**config.mk**
```make
export PLATFORM = sky130hd
export DESIGN_NAME = tmr_irq_flags
export DESIGN_NICKNAME = d
export VERILOG_FILES = /design/src/rtl/tmr_flag_pkg.sv /design/src/rtl/tmr_cmp_delay.sv /design/src/rtl/tmr_flag_src.sv /design/src/rtl/tmr_flag_cell.sv /design/src/rtl/tmr_irq_flags.sv
export SDC_FILE = /design/constraint.sdc
export NUM_CORES = 1
export LEC_CHECK = 0
export CORE_MARGIN = 2
export CORE_UTILIZATION = 23
export CTS_BUF_LIST = sky130_fd_sc_hd__clkbuf_16
export DETAILED_ROUTE_END_ITERATION = 7
export PLACE_DENSITY = 0.74
export REMOVE_ABC_BUFFERS = 1
export SETUP_SLACK_MARGIN = 0.3
export SYNTH_ARGS = -nofsm -noshare
export SYNTH_HDL_FRONTEND = slang
export SYNTH_SLANG_ARGS = --single-unit
```
**constraint.sdc**
```tcl
create_clock -name clk -period 0.8 [get_ports clk]
set_input_delay 0.16 -clock clk [delete_from_list [all_inputs] [get_ports clk]]
set_output_delay 0.16 -clock clk [all_outputs]
set_load 0.01 [all_outputs]
```
**src/rtl/tmr_flag_pkg.sv**
```systemverilog
package tmr_flag_pkg;

  localparam int NFLAG  = 4;
  localparam int BUS_W  = 8;
  localparam int MODE_W = 4;
  localparam int NCMP   = 2;

  // flag vector indices (also ack / irq / irq_en order)
  localparam int IDX_OVF  = 0;
  localparam int IDX_CMPA = 1;
  localparam int IDX_CMPB = 2;
  localparam int IDX_CAP  = 3;

  typedef logic [NFLAG-1:0]  flag_vec_t;
  typedef logic [MODE_W-1:0] mode_t;

  // bit position of each flag in the bus byte
  function automatic int flag_pos(input int idx);
    case (idx)
      IDX_OVF:  flag_pos = 0;
      IDX_CMPA: flag_pos = 1;
      IDX_CMPB: flag_pos = 2;
      default:  flag_pos = 5;
    endcase
  endfunction

  // capture register acts as TOP: codes 8, 10, 12, 14
  function automatic logic mode_cap_top(input mode_t m);
    mode_cap_top = m[3] & ~m[0];
  endfunction

  // counter overflow drives overflow flag: codes 0, 4, 12
  function automatic logic mode_plain_ovf(input mode_t m);
    mode_plain_ovf = (m == 4'd0) || (m == 4'd4) || (m == 4'd12);
  endfunction

endpackage

```
**src/rtl/tmr_cmp_delay.sv**
```systemverilog
module tmr_cmp_delay
  import tmr_flag_pkg::*;
#(
  parameter int NCH = NCMP
) (
  input  logic           clk,
  input  logic           rst_n,
  input  logic           tick_en,
  input  logic [NCH-1:0] match_i,
  input  logic [NCH-1:0] force_i,
  output logic [NCH-1:0] set_o
);

  for (genvar c = 0; c < NCH; c++) begin : g_ch
    logic pend_q;
    logic pend_d;

    // a match tick arms the channel, unless forced in the same cycle
    always_comb begin
      pend_d = pend_q;
      if (tick_en) begin
        pend_d = match_i[c] & ~force_i[c];
      end
    end

    always_ff @(posedge clk or negedge rst_n) begin
      if (!rst_n) begin
        pend_q <= 1'b0;
      end else begin
        pend_q <= pend_d;
      end
    end

    // flag set on the timer tick that follows the match tick
    assign set_o[c] = pend_q & tick_en;
  end

endmodule

```
**src/rtl/tmr_flag_src.sv**
```systemverilog
module tmr_flag_src
  import tmr_flag_pkg::*;
(
  input  mode_t           wave_mode,
  input  logic            ev_capture,
  input  logic            ev_top,
  input  logic            ev_overflow,
  input  logic            ev_mode_ovf,
  input  logic [NCMP-1:0] cmp_set,
  output flag_vec_t       set_vec
);

  logic cap_sel;
  logic ovf_sel;

  always_comb begin
    cap_sel = mode_cap_top(wave_mode) ? ev_top : ev_capture;
    ovf_sel = mode_plain_ovf(wave_mode) ? ev_overflow : ev_mode_ovf;
    set_vec           = '0;
    set_vec[IDX_OVF]  = ovf_sel;
    set_vec[IDX_CMPA] = cmp_set[0];
    set_vec[IDX_CMPB] = cmp_set[1];
    set_vec[IDX_CAP]  = cap_sel;
  end

endmodule

```
**src/rtl/tmr_flag_cell.sv**
```systemverilog
module tmr_flag_cell (
  input  logic clk,
  input  logic rst_n,
  input  logic set_i,
  input  logic clr_i,
  output logic flag_o
);

  logic flag_q;
  logic flag_d;

  // set has priority over clear so no event is dropped
  always_comb begin
    flag_d = flag_q;
    if (clr_i) flag_d = 1'b0;
    if (set_i) flag_d = 1'b1;
  end

  always_ff @(posedge clk or negedge rst_n) begin
    if (!rst_n) begin
      flag_q <= 1'b0;
    end else begin
      flag_q <= flag_d;
    end
  end

  assign flag_o = flag_q;

endmodule

```
**src/rtl/tmr_irq_flags.sv**
```systemverilog
module tmr_irq_flags
  import tmr_flag_pkg::*;
(
  input  logic             clk,
  input  logic             rst_n,
  input  logic             tick_en,
  input  logic [MODE_W-1:0] wave_mode,
  input  logic             ev_capture,
  input  logic             ev_top,
  input  logic             ev_cmp_a,
  input  logic             ev_cmp_b,
  input  logic             force_a,
  input  logic             force_b,
  input  logic             ev_overflow,
  input  logic             ev_mode_ovf,
  input  logic [NFLAG-1:0] ack,
  input  logic [NFLAG-1:0] irq_en,
  input  logic             bus_wr,
  input  logic [BUS_W-1:0] bus_wdata,
  output logic [BUS_W-1:0] bus_rdata,
  output logic [NFLAG-1:0] irq
);

  logic [NCMP-1:0] cmp_set;
  flag_vec_t       set_vec;
  flag_vec_t       clr_vec;
  flag_vec_t       flags;

  tmr_cmp_delay #(.NCH(NCMP)) u_cmp_delay (
    .clk     (clk),
    .rst_n   (rst_n),
    .tick_en (tick_en),
    .match_i ({ev_cmp_b, ev_cmp_a}),
    .force_i ({force_b, force_a}),
    .set_o   (cmp_set)
  );

  tmr_flag_src u_flag_src (
    .wave_mode   (wave_mode),
    .ev_capture  (ev_capture),
    .ev_top      (ev_top),
    .ev_overflow (ev_overflow),
    .ev_mode_ovf (ev_mode_ovf),
    .cmp_set     (cmp_set),
    .set_vec     (set_vec)
  );

  for (genvar i = 0; i < NFLAG; i++) begin : g_flag
    localparam int POS = flag_pos(i);

    assign clr_vec[i] = ack[i] | (bus_wr & bus_wdata[POS]);

    tmr_flag_cell u_cell (
      .clk    (clk),
      .rst_n  (rst_n),
      .set_i  (set_vec[i]),
      .clr_i  (clr_vec[i]),
      .flag_o (flags[i])
    );
  end

  always_comb begin
    bus_rdata = '0;
    for (int i = 0; i < NFLAG; i++) begin
      bus_rdata[flag_pos(i)] = flags[i];
    end
  end

  assign irq = flags & irq_en;

endmodule

```
==> results by group, run 1 <==
Cells and area
  – Number of fill cells: 153
  – Layout cell share with drive strength beyond 1: 24.4%
  – Final core utilization: 50.6%
  – Diode count: 0
  – Syn-to-layout area delta: 106%
  – Final std cells w/o fill: 94
  – Fin nets: 112
  – Final instance area: 771 µm²

Flow run
  – Max Cap Viol: 0

Global route
  – Largest net degree at the start of global routing: 7
  – Vias in the first global route: 400
  – Total GRT Usage: 11.7%
  – GRT overflow: 0
  – Initial antenna violation count: 0
  – First-pass GRT wire length: 1610 µm

Power and ir drop
  – Proportion of power drawn by the clock network: 55.9%
  – Sequential share of power: 24.4%
  – Total Power: 1.43 mW
  – Internal Power: 1.15 mW
  – Lkg Pwr: 0.393 nW
  – P_sw: 277 µW
  – Worst vdd ir: 1.28 mV
  – Net Sw Frac: 19.3%
  – Comb power frac: 19.7%
  – Pwr Density: 1860 nW/µm²

Place
  – DPL Wire Length: 807 µm
  – Gpl congestion: 0.665
  – Inst Count DP: 90
  – DP Worst Slack: -0.616 ns
  – Placed cell area: 711 µm²
  – Port buffer count: 35

Critical path
  – Reg2reg start: g_flag[0].u_cell.flag_o
  – Setup Crit Path Kind: reg -> out
  – Crit path launch: g_flag[3].u_cell.flag_o
  – Crit end category: output pin
  – Critical path arrival: 0.88 ns
  – Critical-path maximum fanout: 2
  – Worst path required time: 0.64 ns
  – Startpoint Class: flop
  – R2r setup slk: -0.05 ns

Die
  – Chip height: 44.3 µm
  – Site Rows: 14
  – Die area: 1970 µm²
  – Core area: 1520 µm²
  – Die Span X: 44.3 µm
  – Initial Utilization: 24.5%
  – I/O pin count: 44

Synthesis
  – Area leader, netlist: dfrtp_1
  – Area share of the largest cell type after synthesis: 40.1%
  – Area contributors post-synth: dfrtp_1 40%, buf_4 16%, and2_1 6.7%, nand2_1 6.0%, a32o_1 5.4%
  – Cells after Synth: 42
  – Synth Warn #: 0
  – Synth cell types: 15
  – Post-Syn Area per Cell: 8.91 µm²
  – Seq/Total Area, Yosys: 40.1%
  – Synthesized area: 374 µm²
  – Flops & latches, synth: 6

Detailed routing
  – DR vias: 399
  – WL final: 971 µm
  – Final routed DRC violation total: 0
  – Initial DRC Count: 4
  – Routed vias/inst: 4.24
  – Post-route ant nets: 0
  – DRT Pass-1 Iters: 3
  – Wire length per cell: 10.3 µm

Clocking
  – Later-pin clock latency in the skew report: 0.22 ns
  – CTS Buf Count: 3
  – CTS sink count: 6
  – CTS tree: yes
  – CTS max path bufs: 2
  – Root buf cell: clkbuf_16
  – Hold buffer count at cts: 0
  – # H-tree levels: 1
  – Clk slew on worst S/H paths: 0.03 ns

Timing
  – Ratio of final minimum period to clock period: 130%
  – Final WS setup: -0.237 ns
  – Max-slew violations: 0
  – Clock Skews: 0.0000379 ns
  – Endpoints failing hold: 0
  – Final setup TNS: -1.51 ns
  – Fmax: 0.965 GHz
  – WHS: 0.176 ns
  – Final setup fails: 10
  – Final Critical Period: 1.04 ns
  – Unrepaired setup endpoints after global routing: yes

Status
  – Outcome: complete, but fails checks
  – Failing checks: setup timing

Hold path
  – HP Class: in -> async
final timing paths:
| check | endpoint | cells after the start |
|---|---|---|
| worst max register to register | g_flag[0].u_cell.flag_o | 3 |
| worst max-delay path | irq[3] | 2 |
| max in group asynchronous | g_flag[2].u_cell.flag_o | 1 |
| worst min register to register | g_flag[1].u_cell.flag_o | 1 |
| min in group clk | g_flag[0].u_cell.flag_o | 3 |
| worst min-delay path | u_cmp_delay.g_ch[0].pend_q | 1 |
sequential cells by signal, summed over array words and instances, names as in the netlist:
signal / count
g_flag.u_cell.flag_o: 4
u_cmp_delay.g_ch.pend_q: 2
metal layers:
layer,track usage [%],vias up,routed length (µm)
met5,0,-,0
met4,5.45,0,10
met3,6.94,2,117
met2,17.9,22,454
met1,12.9,174,390
li1,-,201,-
synthesized netlist by cell type (all sizes together):
library cell and n:
o22ai 2, buf 8, nor2 1, a21boi 1
inv 5, nand2b 2, nand3b 1, mux2i 1
a32o 2, a311o 1, and2 4, nand2 6
a211oi 1, conb 1, dfrtp 6
power by group through the flow:
stage	combinational (mW)	sequential, mW	clock (mW)
2_1_floorplan	0.0731	0.360	0
3_3_place_gp	0.303	0.352	0
3_5_place_dp	0.307	0.353	0
4_1_cts	0.282	0.349	0.812
5_1_grt	0.310	0.354	0.849
6_report	0.282	0.349	0.801
area by class of cell:
| cell class | instances | area [µm²] | area share, % |
|---|---|---|---|
| sequential | 6 | 150 | 19.5 |
| timing repair buffer | 38 | 333 | 43.2 |
| inverter | 5 | 18.8 | 2.44 |
| tap | 16 | 20.0 | 2.60 |
| clock buffer | 3 | 75.1 | 9.74 |
| multi-input combinational | 26 | 174 | 22.6 |
cell families after synthesis:
group           count (synthesis)  share of synthesized area (%)
other cells                     1                           1.00
simple gates                   14                           19.7
buf+inv                        13                           21.1
compound gates                  7                           15.4
mux                             1                           2.68
flops                           6                           40.1
timing repair:
item                                    4_1_cts  5_1_grt
endpoints found under the setup margin       14       14
setup buffers                                 1        0
pin swaps                                     7        2
resized for setup                            45        4
cell usage in the layout, fill, tap and decap left out:
master and count:
clkdlybuf4s50_1 16, nand3b_1 1, conb_1 4, a211oi_1 1
buf_6 2, nor2_2 1, dlygate4sd2_1 10, a21boi_2 1
and2_1 4, dlymetal6s2s_1 1, inv_2 1, inv_1 4
a311o_1 1, o22ai_2 1, nand2_1 6, buf_4 2
mux2i_1 1, o22ai_1 1, nand2b_1 1, nand2b_4 1
a32o_1 2, buf_2 7, dfrtp_1 6, clkbuf_16 3
worst max-delay path, stage by stage (launching register included):
cell and delay, ns:
dfrtp_1 0.38, and2_1 0.14, buf_2 0.13
Power figures use the tool's default switching activity.
==> run 2, diff against run 1 <==
--- a/config.mk
+++ b/config.mk
@@ -12,6 +12,7 @@
 export PLACE_DENSITY = 0.74
 export REMOVE_ABC_BUFFERS = 1
 export SETUP_SLACK_MARGIN = 0.3
+export SLEW_MARGIN = 20
 export SYNTH_ARGS = -nofsm -noshare
 export SYNTH_HDL_FRONTEND = slang
 export SYNTH_SLANG_ARGS = --single-unit
==> results of run 2 <==
Same layout as run 1: the final DEF is identical, and so are final timing and power.
==> run 3, diff against run 2 <==
--- a/config.mk
+++ b/config.mk
@@ -5,6 +5,7 @@
 export SDC_FILE = /design/constraint.sdc
 export NUM_CORES = 1
 export LEC_CHECK = 0
+export CORE_ASPECT_RATIO = 0.8
 export CORE_MARGIN = 2
 export CORE_UTILIZATION = 23
 export CTS_BUF_LIST = sky130_fd_sc_hd__clkbuf_16
==> results by group, run 3 (synthesis gave the netlist of run 1 again) <==
Status
  – Outcome: complete, but fails checks
  – Failing checks: setup timing

Critical path
  – Setup Crit Path Kind: reg -> out
  – Crit path launch: g_flag[3].u_cell.flag_o
  – Critical-path maximum fanout: 3 (+1)
  – Worst path required time: 0.64 ns (about the same)
  – Startpoint Class: flop
  – Critical path arrival: 0.88 ns (about the same)
  – Reg2reg start: g_flag[2].u_cell.flag_o
  – Crit end category: output pin

Global route
  – First-pass GRT wire length: 1790 µm (+11%)
  – Vias in the first global route: 410 (+2.5%)
  – Initial antenna violation count: 0 (unchanged)
  – GRT overflow: 0 (unchanged)
  – Largest net degree at the start of global routing: 7 (unchanged)
  – Total GRT Usage: 13.1% (+1.4 points)

Detailed routing
  – Met2 routed WL: 589 µm (+30%)
  – DRT met1 WL: 446 µm (+14%)
  – Post-route ant nets: 0 (unchanged)
  – Highest metal used: met4
  – WL final: 1140 µm (+17%)
  – Final routed DRC violation total: 0 (unchanged)
  – Wire length per cell: 11.4 µm (+10%)
  – Routed vias/inst: 4.14 (-2.5%)
  – Initial DRC Count: 5 (+1)
  – DR WL met3: 86 µm (-26%)
  – DRT Pass-1 Iters: 3 (unchanged)
  – DR vias: 414 (+3.8%)

Power and ir drop
  – Internal Power: 1.17 mW (+1.4%)
  – Pwr Density: 1810 nW/µm² (-2.5%)
  – Comb power frac: 21.1% (+1.4 points)
  – Sequential share of power: 24.1% (-0.3 points)
  – Worst vdd ir: 1.05 mV (-18%)
  – Net Sw Frac: 19.7% (+0.39 points)
  – Lkg Pwr: 0.399 nW (+1.7%)
  – P_sw: 288 µW (+4.0%)
  – Total Power: 1.46 mW (+1.9%)
  – Proportion of power drawn by the clock network: 54.7% (-1.2 points)

Clocking
  – CTS tree: yes
  – CTS Buf Count: 3 (unchanged)
  – Hold buffer count at cts: 0 (unchanged)
  – CTS sink count: 6 (unchanged)
  – # H-tree levels: 1 (unchanged)
  – Clk slew on worst S/H paths: 0.03 ns (about the same)
  – Root buf cell: clkbuf_16
  – CTS max path bufs: 2 (unchanged)
  – Later-pin clock latency in the skew report: 0.23 ns (about the same)

Cells and area
  – Layout cell share with drive strength beyond 1: 31.6% (+7.3 points)
  – Syn-to-layout area delta: 115%
  – Commonest non-fill, non-tap cell in the layout: clkdlybuf4s50_1
  – Final core utilization: 55.3% (+4.8 points)
  – Fin nets: 113 (+0.89%)
  – Most frequent cells in the layout: 14 x clkdlybuf4s50_1, 10 x dlygate4sd2_1, 6 x nand2_1, 6 x dfrtp_1, 6 x buf_2
  – Final std cells w/o fill: 100 (+6.4%)
  – Max reg flops: 4 (unchanged)
  – Diode count: 0 (unchanged)

Die
  – Die Span X: 49.1 µm (+11%)
  – Initial Utilization: 25.7% (+1.1 points)
  – Die area: 1970 µm² (+0.11%)
  – Chip height: 40.1 µm (-9.6%)
  – Core area: 1460 µm² (-4.4%)
  – I/O pin count: 44 (unchanged)
  – Site Rows: 12 (-2)

Timing
  – Final setup fails: 11 (+1)
  – Final setup TNS: -1.73 ns (-0.225 ns)
  – Ratio of final minimum period to clock period: 130% (about the same)
  – Fmax: 0.964 GHz (about the same)
  – Endpoints failing hold: 0 (unchanged)
  – WHS: 0.174 ns (-0.00255 ns)
  – Clock Skews: 0.00286 ns (+0.00282 ns)
  – Final WS setup: -0.237 ns (-0.000622 ns)
  – Final Critical Period: 1.04 ns (+0.000622 ns)
  – Unrepaired setup endpoints after global routing: yes
  – Max-slew violations: 0 (unchanged)

Place
  – Gpl congestion: 0.608 (-8.7%)
  – Port buffer count: 35 (unchanged)
  – Inst Count DP: 94 (+4.4%)
  – DPL Wire Length: 825 µm (+2.2%)

Hold path
  – HP Class: in -> async

Flow run
  – Max Cap Viol: 0 (unchanged)
[run 3: cell count changes in the layout (fill, tap and decap cells not counted), sizes merged]
| cell | before | now |
|---|---|---|
| clkdlybuf4s15 | 0 | 3 |
| clkdlybuf4s50 | 16 | 14 |
| buf | 11 | 12 |
| dlymetal6s2s | 1 | 0 |
[run 3: critical path, cell delays in order (launching register included)]
cell and delay (ns):
dfrtp_1 0.39, and2_1 0.14, buf_2 0.13
[run 3: metrics by stage]
stage / cell area [µm²] / worst slack, ns
floorplan: 325 / -0.0708
global placement: 709 / -0.603
detailed placement: 709 / -0.624
CTS: 756 / -0.246
global route: 806 / -0.277
finish: 806 / -0.237
[run 3: power groups by stage]
| stage | sequential, mW | clock [mW] | combinational (mW) |
|---|---|---|---|
| global placement | 0.353 | 0 | 0.295 |
| detailed placement | 0.354 | 0 | 0.300 |
| global route | 0.356 | 0.848 | 0.339 |
| floorplan | 0.360 | 0 | 0.0731 |
| CTS | 0.350 | 0.825 | 0.264 |
| finish | 0.352 | 0.799 | 0.308 |
[run 3: layer usage]
| layer | vias to the layer above | GRT usage (%) |
|---|---|---|
| met5 | - | 0 |
| met4 | 0 | 8.57 |
| met3 | 2 | 7.84 |
| met2 | 20 | 22.6 |
| met1 | 189 | 12.5 |
| li1 | 203 | - |
[run 3: cell type report]
type	count	area, µm²
multi-input combinational	26	185
tap	21	26.3
fill	146	651
inverter	5	18.8
timing repair buffer	39	350
clock buffer	3	75.1
sequential	6	150
[run 3: path summary, 6_finish.rpt]
| check | end | slack, ns | cells past startpoint |
|---|---|---|---|
| worst min-delay path | u_cmp_delay.g_ch[0].pend_q | 0.17 | 1 |
| worst max register to register | g_flag[2].u_cell.flag_o | -0.14 | 3 |
| max in group asynchronous | g_flag[0].u_cell.flag_o | 0.41 | 1 |
| worst min register to register | g_flag[2].u_cell.flag_o | 0.50 | 1 |
| min in group clk | g_flag[3].u_cell.flag_o | 0.29 | 3 |
| worst max-delay path | irq[3] | -0.24 | 2 |
[run 3: timing repair]
| action | 4_1_cts | 5_1_grt |
|---|---|---|
| gates cloned | 0 | 0 |
| pin swaps | 9 | 5 |
| setup buffers | 1 | 2 |
| gates resized for setup | 51 | 10 |
| endpoints found under the setup margin | 14 | 14 |
